<file path="config.mk">
export PLATFORM = sky130hd
export DESIGN_NAME = dual_issue_ctl
export DESIGN_NICKNAME = d
export VERILOG_FILES = /design/src/rtl/dual_issue_pkg.sv /design/src/rtl/dual_issue_slot_eval.sv /design/src/rtl/dual_issue_pair_arb.sv /design/src/rtl/dual_issue_ctl.sv
export SDC_FILE = /design/constraint.sdc
export NUM_CORES = 1
export LEC_CHECK = 0
export BUFFER_PORTS_ARGS = -buffer_cell sky130_fd_sc_hd__buf_2
export CAP_MARGIN = 40
export CORE_AREA = 2 2 39 41
export CTS_BUF_LIST = sky130_fd_sc_hd__clkbuf_8
export DETAILED_ROUTE_END_ITERATION = 7
export DIE_AREA = 0 0 41 43
export MAX_ROUTING_LAYER = met4
export SLEW_MARGIN = 20
export SYNTH_ARGS = -nofsm -noshare
export SYNTH_HDL_FRONTEND = slang
export SYNTH_SLANG_ARGS = --single-unit
</file>
<file path="constraint.sdc">
create_clock -name clk -period 1.1 [get_ports clk]
set_input_delay 0.11 -clock clk [delete_from_list [all_inputs] [get_ports clk]]
set_output_delay 0.11 -clock clk [all_outputs]
set_load 0.01 [all_outputs]
</file>
<file path="src/rtl/dual_issue_pkg.sv">
package dual_issue_pkg;
  parameter int unsigned NUM_SLOTS = 2;
  localparam int unsigned CNT_W = $clog2(NUM_SLOTS + 1);

  typedef enum logic {
    CLS_OTHER = 1'b0,
    CLS_FPALU = 1'b1
  } issue_class_e;

  typedef struct packed {
    logic         valid;
    issue_class_e cls;
    logic         needs_long;
  } slot_info_t;
endpackage

</file>
<file path="src/rtl/dual_issue_slot_eval.sv">
module dual_issue_slot_eval
  import dual_issue_pkg::*;
(
  input  slot_info_t slot,
  input  logic       fp_unit_busy,
  input  logic       int_unit_busy,
  output logic       ready,
  output logic       blocked
);
  logic unit_busy;

  always_comb begin
    unit_busy = (slot.cls == CLS_FPALU) ? fp_unit_busy : int_unit_busy;
    blocked   = slot.valid & slot.needs_long & unit_busy;
    ready     = slot.valid & ~blocked;
  end
endmodule

</file>
<file path="src/rtl/dual_issue_pair_arb.sv">
module dual_issue_pair_arb
  import dual_issue_pkg::*;
#(
  parameter int unsigned W = CNT_W
) (
  input  slot_info_t old_slot,
  input  slot_info_t young_slot,
  input  logic       old_ready,
  input  logic       old_blocked,
  input  logic       young_ready,
  input  logic       young_blocked,
  output logic [1:0] grant,
  output logic       stall,
  output logic [W-1:0] taken
);
  logic classes_differ;
  logic path_clear;

  always_comb begin
    classes_differ = (old_slot.cls != young_slot.cls);
    // the younger slot may pass only if nothing older remains behind it
    path_clear     = ~old_slot.valid | (old_ready & classes_differ);
    grant[0]       = old_ready;
    grant[1]       = young_ready & path_clear;
    stall          = old_slot.valid ? old_blocked : young_blocked;
    taken          = W'(grant[0]) + W'(grant[1]);
  end
endmodule

</file>
<file path="src/rtl/dual_issue_ctl.sv">
module dual_issue_ctl
  import dual_issue_pkg::*;
(
  input  logic             clk,
  input  logic             rst,
  input  logic [1:0]       slot_valid,
  input  logic [1:0]       slot_is_fp,
  input  logic [1:0]       slot_long,
  input  logic             fp_divsqrt_busy,
  input  logic             int_muldiv_busy,
  output logic [1:0]       issue_en,
  output logic             slip,
  output logic [CNT_W-1:0] consumed
);
  slot_info_t       info  [NUM_SLOTS];
  logic [1:0]       rdy;
  logic [1:0]       blk;
  logic [1:0]       grant_d;
  logic             stall_d;
  logic [CNT_W-1:0] taken_d;

  for (genvar s = 0; s < NUM_SLOTS; s++) begin : g_slot
    assign info[s].valid      = slot_valid[s];
    assign info[s].cls        = issue_class_e'(slot_is_fp[s]);
    assign info[s].needs_long = slot_long[s];

    dual_issue_slot_eval u_eval (
      .slot          (info[s]),
      .fp_unit_busy  (fp_divsqrt_busy),
      .int_unit_busy (int_muldiv_busy),
      .ready         (rdy[s]),
      .blocked       (blk[s])
    );
  end

  dual_issue_pair_arb #(.W(CNT_W)) u_arb (
    .old_slot      (info[0]),
    .young_slot    (info[1]),
    .old_ready     (rdy[0]),
    .old_blocked   (blk[0]),
    .young_ready   (rdy[1]),
    .young_blocked (blk[1]),
    .grant         (grant_d),
    .stall         (stall_d),
    .taken         (taken_d)
  );

  always_ff @(posedge clk) begin
    if (rst) begin
      issue_en <= '0;
      slip     <= 1'b0;
      consumed <= '0;
    end else begin
      issue_en <= grant_d;
      slip     <= stall_d;
      consumed <= taken_d;
    end
  end
endmodule

</file>
==> reports/metrics.cfg, run 1 <==
[status]
status = complete, no violations

[synth]
synth_cells = 23
ys_types = 15
ys_seq_elements = 5
yosysSeqAreaShare_pct = 41.7
yosysWarningCount = 0
syn_nets = 34
synthesis.area_um2 = 240
avgSynthCellArea_um2 = 10.4

[run]
drv_cap = 0

[place]
place.gp.congestion = 0.788
place_area_um2 = 368
portBuffers = 14
place_ws_ns = -0.245
hpwl_um = 440

[global_routing]
grt.overflow.total = 0
grt_max_degree = 7
grt_pass1_wl_um = 848
grt_pass1_vias = 240
grt.total_usage_pct = 7.51
antenna_found_initial = 0

[floorplan]
core_um2 = 1380
die_x_um = 41
die-area_um2 = 1760
die_h_um = 43
initial_core_util_pct = 17.4
rows = 14
io_pins = 15

[sta]
timing.fmax_ghz = 0.967
layout_setup_ws_ns = 0.0660
setup_violations = 0
post-route-min-period_ns = 1.03
worst_pin_slew_ns = 0.186
slew_headroom_pct = 87.3
slew_violations = 0
grt_setup_unrepaired = no
hold_viol_final = 0
fin_crit_sh_pct = 94.0

[setup_path]
critPathLaunchType = primary input
path_class = in -> reg
cp_max_fo = 3
crit_required_ns = 1.21
crit_path_end_kind = flop
arrival_ns = 1.14

[detailed_routing]
dr.first_iter.drc_count = 1
via_per_inst = 4.07
route.detailed.drc = 0
wirelength_um = 516
post_drt_wl_per_cell_um = 8.46
vias = 248
first_pass_iters = 2
antenna_left = 0

[cells_and_area]
stdcell_area_um2 = 432
drive_above_1_share_pct = 57.8
area_delta_synth_final_pct = 79.7
fin_util_pct = 31.2
antenna_cells = 0
final_nets = 57

[clock_network]
cts.sinks = 5
cts_buffers = 3
cts_root_buf = clkbuf_8
tritoncts = yes
cts_setup_buffers = 0
h-tree-depth = 1
clockBufferDepth = 2
holdBufCountCts = 0
clk_pin_slew_ns = 0.03

[hold_path]
hold_path_end = consumed[1]
hp-class = in -> reg
min_path_cells = 2
min_from = rst

[pwr]
p_leak_nw = 0.218
ir_drop_uv = 314
power_uw = 618
power_density_nw_per_um2 = 1430

-- cell usage after synthesis (all sizes together) --
cell,instances,share of area [%]
and4bb,1,5.2
nor2b,4,10
mux2i,1,4.2
dfxtp,5,42
mux2,1,4.7
ha,1,5.2
inv,2,3.1
a21oi,1,2.1
o21a,1,3.1
nand3,1,2.1
a221oi,1,6.2
nand2,1,1.6
o32ai,1,3.6
and3b,1,4.2
or3,1,2.6
-- logic make-up after synthesis --
logic type	count (synthesis)	share of synthesized area (%)
compound gates	4	15.1
mux	2	8.85
flops	5	41.7
simple gates	9	26.0
fa+ha+maj	1	5.21
buf+inv	2	3.13
-- where the power goes --
group | switching [mW] | leakage, nW | internal, mW | total (mW)
sequential | 0.00198 | 0.0411 | 0.193 | 0.195
combinational | 0.0430 | 0.150 | 0.0556 | 0.0986
clock | 0.0854 | 0.0269 | 0.239 | 0.324
-- final cells by class --
cell class	count	area (µm²)
Clock buffer	3	41.3
Clock inverter	1	3.75
Fill cell	151	952
Multi-Input combinational cell	16	153
Inverter	2	7.51
Tap cell	16	20.0
Timing Repair Buffer	18	106
Sequential cell	5	100
-- routing by layer --
metal	up-vias	global-route usage, %	part of all wire, %
met2	9	9.69	46
met3	2	0	6.0
met5	-	-	0
li1	126	-	-
met1	111	8.68	44
met4	0	10.0	3.9
-- sequential cells by signal (all words and copies together) (netlist names) --
signal    flops
consumed      2
slip          1
issue_en      2
-- worst max-delay path: stages --
cell and delay, ns:
buf_6 0.10, nor2b_4 0.11, a221oi_2 0.25, and3b_2 0.25, ha_4 0.20, nor2b_1 0.12
-- worst max-delay path by stage --
stage	startpoint	depth (start not counted)	endpoint
global placement	slot_is_fp[1]	6	consumed[0]
finish	slot_is_fp[1]	6	consumed[0]
global route	slot_is_fp[1]	6	consumed[0]
detailed placement	slot_is_fp[1]	6	consumed[0]
CTS	slot_is_fp[1]	6	consumed[0]
floorplan	slot_is_fp[1]	5	consumed[0]
-- layout by cell type, fill, tap and decap left out --
cell type  netlist  final
and3b_2          1      1
or3_1            1      1
nor2b_4          0      1
mux2_2           1      1
a21oi_1          1      1
o21a_1           1      1
buf_2            0     13
nor2b_1          4      3
inv_1            2      3
buf_6            0      1
ha_4             0      1
dfxtp_1          5      5
o32ai_1          1      1
nand3_1          1      1
and4bb_1         1      1
clkbuf_8         0      3
mux2i_1          1      1
buf_4            0      4
a221oi_2         1      1
nand2_1          1      1
-- timing repair --
item                                   4_1_cts  5_1_grt
pin swaps                                    1        1
resized for setup                            1        1
setup endpoints to repair                    1        1
endpoints found under the hold margin        0        0
-- per-stage QoR --
step | std cells | setup TNS [ns] | hold WS (ns)
2_1_floorplan | 23 | -0.0408 | 0.182
3_3_place_gp | 57 | -0.344 | 0.347
3_5_place_dp | 57 | -0.388 | 0.352
4_1_cts | 61 | 0 | 0.120
5_1_grt | 61 | 0 | 0.142
6_report | 61 | 0 | 0.124
(Power assumes the default switching activity.)
==> inputs of run 2 (changes only) <==
- CAP_MARGIN: 40 -> 20
- PLACE_DENSITY: unset -> 0.42
==> reports/metrics.cfg, run 2 (same netlist as run 1, synthesis figures left out) <==
[global_routing]
grt_pass1_wl_um = 966  ; +14%
grt.overflow.total = 0  ; unchanged
grt_max_degree = 7  ; unchanged
grt.total_usage_pct = 9.24  ; +1.7 points
antenna_found_initial = 0  ; unchanged
grt_pass1_vias = 245  ; +2.1%

[sta]
fin_crit_sh_pct = 98.0  ; +4.0 points
whs_ns = 0.123  ; -0.000243 ns
slew_headroom_pct = 86.3  ; -0.96 points
grt_setup_unrepaired = yes
post-route-min-period_ns = 1.08  ; +0.0440 ns
hold_viol_final = 0  ; unchanged
timing.fmax_ghz = 0.928  ; -4.1%
worst_pin_slew_ns = 0.200  ; +0.0139 ns
setup_violations = 0  ; unchanged
slew_violations = 0  ; unchanged
layout_setup_ws_ns = 0.0220  ; -0.0440 ns

[clock_network]
holdBufCountCts = 0  ; unchanged
cts.sinks = 5  ; unchanged
cts_buffers = 3  ; unchanged
clk_pin_slew_ns = 0.04  ; about the same
tritoncts = yes
clockBufferDepth = 2  ; unchanged
cts_root_buf = clkbuf_8
h-tree-depth = 1  ; unchanged

[cells_and_area]
layout_commonest_cell = buf_2
area_delta_synth_final_pct = 82.8
stdcell_area_um2 = 439  ; +1.7%
layout_common_cells = 13 x buf_2, 5 x dfxtp_1, 5 x buf_4
antenna_cells = 0  ; unchanged
fillCellCount = 153  ; +1.3%
final_nets = 58  ; +1.8%
drive_above_1_share_pct = 58.7  ; +0.92 points
register_area_um2 = 100  ; unchanged
multi_input_area_um2 = 153  ; unchanged
top_regs = consumed x2, issue_en x2, slip x1

[hold_path]
min_from = rst
hold_path_end = consumed[1]
min_path_cells = 2  ; unchanged
hp-class = in -> reg

[floorplan]
die_h_um = 43  ; unchanged
core_um2 = 1380  ; unchanged
die-area_um2 = 1760  ; unchanged
initial_core_util_pct = 17.4  ; unchanged
rows = 14  ; unchanged
io_pins = 15  ; unchanged
die_x_um = 41  ; unchanged

[pwr]
clockPowerShare_pct = 52.8  ; +0.3 points
power_frac_seq_pct = 31.0  ; -0.6 points
swShare_pct = 22.2  ; +1.1 points
power.switching_uw = 140  ; +7.1%
combPwrFrac_pct = 16.2  ; +0.2 points
p_int_uw = 490  ; +0.58%
p_leak_nw = 0.222  ; +2.2%
power_density_nw_per_um2 = 1430  ; +0.22%
power_uw = 630  ; +2.0%
ir_drop_uv = 268  ; -15%

[detailed_routing]
first_pass_iters = 3  ; +1
antenna_left = 0  ; unchanged
via_per_inst = 4.11  ; +1.2%
wirelength_um = 593  ; +15%
post_drt_wl_per_cell_um = 9.56  ; +13%
route.detailed.drc = 0  ; unchanged
vias = 255  ; +2.8%
dr.first_iter.drc_count = 1  ; unchanged

[setup_path]
critPathBufInv = 1  ; unchanged
crit_required_ns = 1.21  ; about the same
crit_path_end_kind = flop
arrival_ns = 1.19  ; +0.05 ns
crit_family = simple AND/OR/NAND/NOR gates
critical_path.max_stage_delay_ns = 0.27  ; +0.02 ns
worstPathCellList = buf_6 -> nor2b_4 -> a221oi_2 -> and3b_2 -> ha_4 -> nor2b_1
cp_slowest_cell = a221oi_2
worst-path-stages = 6  ; unchanged
path_class = in -> reg
critPathLaunchType = primary input
cp_max_fo = 3  ; unchanged

[status]
status = complete, no violations

[place]
place.gp.congestion = 0.661  ; -16%
place_ws_ns = -0.215  ; +0.0296 ns
portBuffers = 14  ; unchanged
place_area_um2 = 375  ; +2.0%
hpwl_um = 469  ; +6.7%

[run]
drv_cap = 0  ; unchanged

run 2: timing repair:
item	CTS	global route
endpoints found under the setup margin	0	1
resized for setup	0	2
buffers inserted	0	0
run 2: worst max-delay path by stage:
stage / endpoint / startpoint
final: consumed[0] / slot_is_fp[1]
after global routing: consumed[0] / slot_is_fp[1]
after CTS: consumed[0] / slot_is_fp[1]
after detailed placement: consumed[0] / slot_is_fp[1]
after global placement: consumed[0] / slot_is_fp[1]
after floorplan: consumed[0] / slot_is_fp[1]
run 2: cell type report:
| class | count | share of cell area (%) |
|---|---|---|
| Clock buffer | 3 | 9.40 |
| Clock inverter | 1 | 0.855 |
| Inverter | 2 | 1.71 |
| Multi-Input combinational cell | 16 | 34.8 |
| Sequential cell | 5 | 22.8 |
| Tap cell | 16 | 4.56 |
| Timing Repair Buffer | 19 | 25.9 |
run 2: layer usage:
layer / vias to the layer above / track usage [%] / wire length, µm
li1: 128 / - / -
met1: 106 / 9.27 / 248
met2: 18 / 12.5 / 247
met3: 3 / 3.14 / 75
met4: 0 / 10.0 / 23
met5: - / - / 0
run 2: power groups by stage:
stage | registers (mW) | logic, mW | clock network [mW]
floorplan | 0.204 | 0.0361 | 0
detailed placement | 0.198 | 0.0964 | 0
finish | 0.195 | 0.102 | 0.333
CTS | 0.195 | 0.0971 | 0.341
global placement | 0.198 | 0.0979 | 0
global route | 0.196 | 0.118 | 0.355
run 2: stage by stage:
step | std cells | util (%) | TNS (ns)
after floorplan | 23 | - | -0.0408
after global placement | 58 | 27.1 | -0.345
after detailed placement | 58 | 27.1 | -0.323
after CTS | 62 | 30.4 | 0
after global routing | 62 | 31.7 | -0.0290
final | 62 | 31.7 | 0
==> inputs of run 3 (changes only) <==
- RECOVER_POWER: unset -> 25
- SYNTH_HIERARCHICAL: unset -> 1
==> reports/metrics.cfg, run 3 <==
[clock_network]
clk_pin_slew_ns = 0.03  ; about the same
cts_root_buf = clkbuf_8
cts_buffers = 3  ; unchanged
tritoncts = yes
holdBufCountCts = 0  ; unchanged
cts.sinks = 5  ; unchanged
clockBufferDepth = 2  ; unchanged
h-tree-depth = 1  ; unchanged

[hold_path]
hold_path_end = consumed[1]
min_path_cells = 2  ; unchanged
hp-class = in -> reg
min_from = rst

[setup_path]
critPathLaunchType = primary input
crit_required_ns = 1.21  ; about the same
critPathBufInv = 2  ; +1
crit_family = multiplexers
critical_path.max_stage_delay_ns = 0.30  ; +0.03 ns
crit_path_end_kind = flop
arrival_ns = 1.23  ; +0.04 ns
cp_max_fo = 2  ; -1
worstPathCellList = buf_6 -> mux2_4 -> a21boi_2 -> inv_1 -> o22ai_2 -> ha_1 -> nor2b_1
cp_slowest_cell = mux2_4
path_class = in -> reg

[place]
hpwl_um = 426  ; -9.3%
place.gp.congestion = 0.632  ; -4.5%
place_area_um2 = 359  ; -4.3%
dpl.cell_count = 55  ; -5.2%
portBuffers = 14  ; unchanged
place_ws_ns = -0.327  ; -0.112 ns

[cells_and_area]
top_regs = consumed x2, issue_en x2, slip x1
layout_common_cells = 11 x buf_2, 5 x nor2b_1, 5 x dfxtp_1, 5 x buf_4
final_nets = 57  ; -1.7%
stdcell_count = 61  ; -1.6%
antenna_cells = 0  ; unchanged
stdcell_area_um2 = 429  ; -2.3%
area_delta_synth_final_pct = 74.1
multi_input_area_um2 = 149  ; -2.5%
drive_above_1_share_pct = 57.8  ; -0.92 points
fillCellCount = 153  ; unchanged
layout_commonest_cell = buf_2
register_area_um2 = 100  ; unchanged

[synth]
yosysWarningCount = 6  ; +6
yosys.area.top_type = dfxtp_1
synth_area_leaders = dfxtp_1 41%, mux2_4 18%, nor2b_1 13%
async_reset_ff_share_pct = 0  ; unchanged
synth_common_cells = 5 x dfxtp_1, 5 x nor2b_1, 3 x mux2_4, 2 x a21boi_1, 2 x and3_1
synthesis.area_um2 = 246  ; +2.6%
yosysSeqAreaShare_pct = 40.6  ; -1.1 points
ys_seq_elements = 5  ; unchanged
synth_top_flop_cell = dfxtp_1
avgSynthCellArea_um2 = 10.7  ; +2.6%
synth_edf_count = 0  ; unchanged
syn_nets = 34  ; unchanged
synth_cells = 23  ; unchanged
ys_types = 11  ; -4
synth.top_cell.area_share_pct = 40.6  ; -1.1 points

[pwr]
clockPowerShare_pct = 51.9  ; -0.9 points
ir_drop_uv = 280  ; +4.6%
power_uw = 621  ; -1.5%
power.switching_uw = 127  ; -9.4%
p_int_uw = 494  ; +0.78%
power_density_nw_per_um2 = 1450  ; +0.82%
p_leak_nw = 0.221  ; -0.71%
swShare_pct = 20.4  ; -1.8 points
combPwrFrac_pct = 16.6  ; +0.4 points
power_frac_seq_pct = 31.5  ; +0.5 points

[run]
drv_cap = 0  ; unchanged

[floorplan]
initial_core_util_pct = 17.8  ; +0.45 points
die_x_um = 41  ; unchanged
die_h_um = 43  ; unchanged
die-area_um2 = 1760  ; unchanged
rows = 14  ; unchanged
io_pins = 15  ; unchanged
core_um2 = 1380  ; unchanged

[detailed_routing]
antenna_left = 0  ; unchanged
dr.first_iter.drc_count = 0  ; -1
route.detailed.drc = 0  ; unchanged
via_per_inst = 4.00  ; -2.7%
vias = 244  ; -4.3%
wirelength_um = 528  ; -11%
post_drt_wl_per_cell_um = 8.66  ; -9.5%
first_pass_iters = 1  ; -2

[sta]
post-route-min-period_ns = 1.12  ; +0.0387 ns
hold_viol_final = 0  ; unchanged
layout_setup_ws_ns = -0.0167  ; -0.0387 ns
setup_tns_ns = -0.0167  ; -0.0167 ns
slew_violations = 0  ; unchanged
grt_setup_unrepaired = yes
worst_pin_slew_ns = 0.151  ; -0.0492 ns
timing.fmax_ghz = 0.895  ; -3.5%
slew_headroom_pct = 89.9  ; +3.6 points
fin_crit_sh_pct = 102  ; +3.5 points
setup_violations = 1  ; +1

[global_routing]
grt.total_usage_pct = 7.30  ; -1.9 points
grt_pass1_vias = 242  ; -1.2%
grt_max_degree = 6  ; -1
grt_pass1_wl_um = 765  ; -21%
antenna_found_initial = 0  ; unchanged
grt.overflow.total = 0  ; unchanged

[status]
status = finished with violations
violations = negative setup slack

## run 3: what timing repair did
action / 4_1_cts / 5_1_grt
cloned: 0 / 0
setup endpoints to repair: 1 / 1
pin swaps: 3 / 3
setup buffers: 1 / 1
endpoints found under the hold margin: 0 / 0
gates resized for setup: 2 / 0
## run 3: through the flow
step / hold WS, ns / util, %
after CTS: 0.105 / 30.7
after global placement: 0.338 / 25.9
after detailed placement: 0.336 / 25.9
after floorplan: 0.182 / -
final: 0.108 / 31.0
after global routing: 0.110 / 31.0
## run 3: power by group through the flow
stage | clock, mW | combinational [mW] | sequential [mW]
final | 0.322 | 0.103 | 0.196
after CTS | 0.334 | 0.102 | 0.196
after floorplan | 0 | 0.0444 | 0.204
after global placement | 0 | 0.0917 | 0.197
after global routing | 0.351 | 0.113 | 0.196
after detailed placement | 0 | 0.0940 | 0.198
## run 3: cell families (layout without fill, tap and decap cells)
family | after synthesis | in the layout | synth area share (%)
compound gates | 3 | 3 | 8.63
fa+ha+maj | 1 | 1 | 5.08
flops | 5 | 5 | 40.6
mux | 3 | 3 | 18.3
simple gates | 8 | 8 | 19.3
buf+inv | 2 | 24 | 4.57
xor+xnor | 1 | 1 | 3.55
## run 3: worst max path at each step
stage	slack, ns	endpoint	from	cells past startpoint
floorplan	-0.11	consumed[0]	slot_is_fp[1]	6
global placement	-0.29	consumed[0]	slot_is_fp[1]	7
detailed placement	-0.33	consumed[0]	slot_is_fp[1]	7
CTS	-0.04	consumed[0]	slot_is_fp[1]	7
global route	-0.08	consumed[0]	slot_is_fp[1]	7
finish	-0.02	consumed[0]	slot_is_fp[1]	7
## run 3: final cells by class
type,instances,area share (%)
clock buffer,3,9.62
multi-input combinational,16,34.7
tap,16,4.66
timing repair buffer,19,25.9
clock inverter,1,0.875
inverter,1,0.875
sequential,5,23.3
## run 3: routing by layer
layer	global-route usage [%]	routed length [µm]	vias up
met5	-	0	-
met4	8.00	0	0
met3	3.14	84	0
li1	-	-	121
met1	4.50	169	108
met2	12.2	274	15
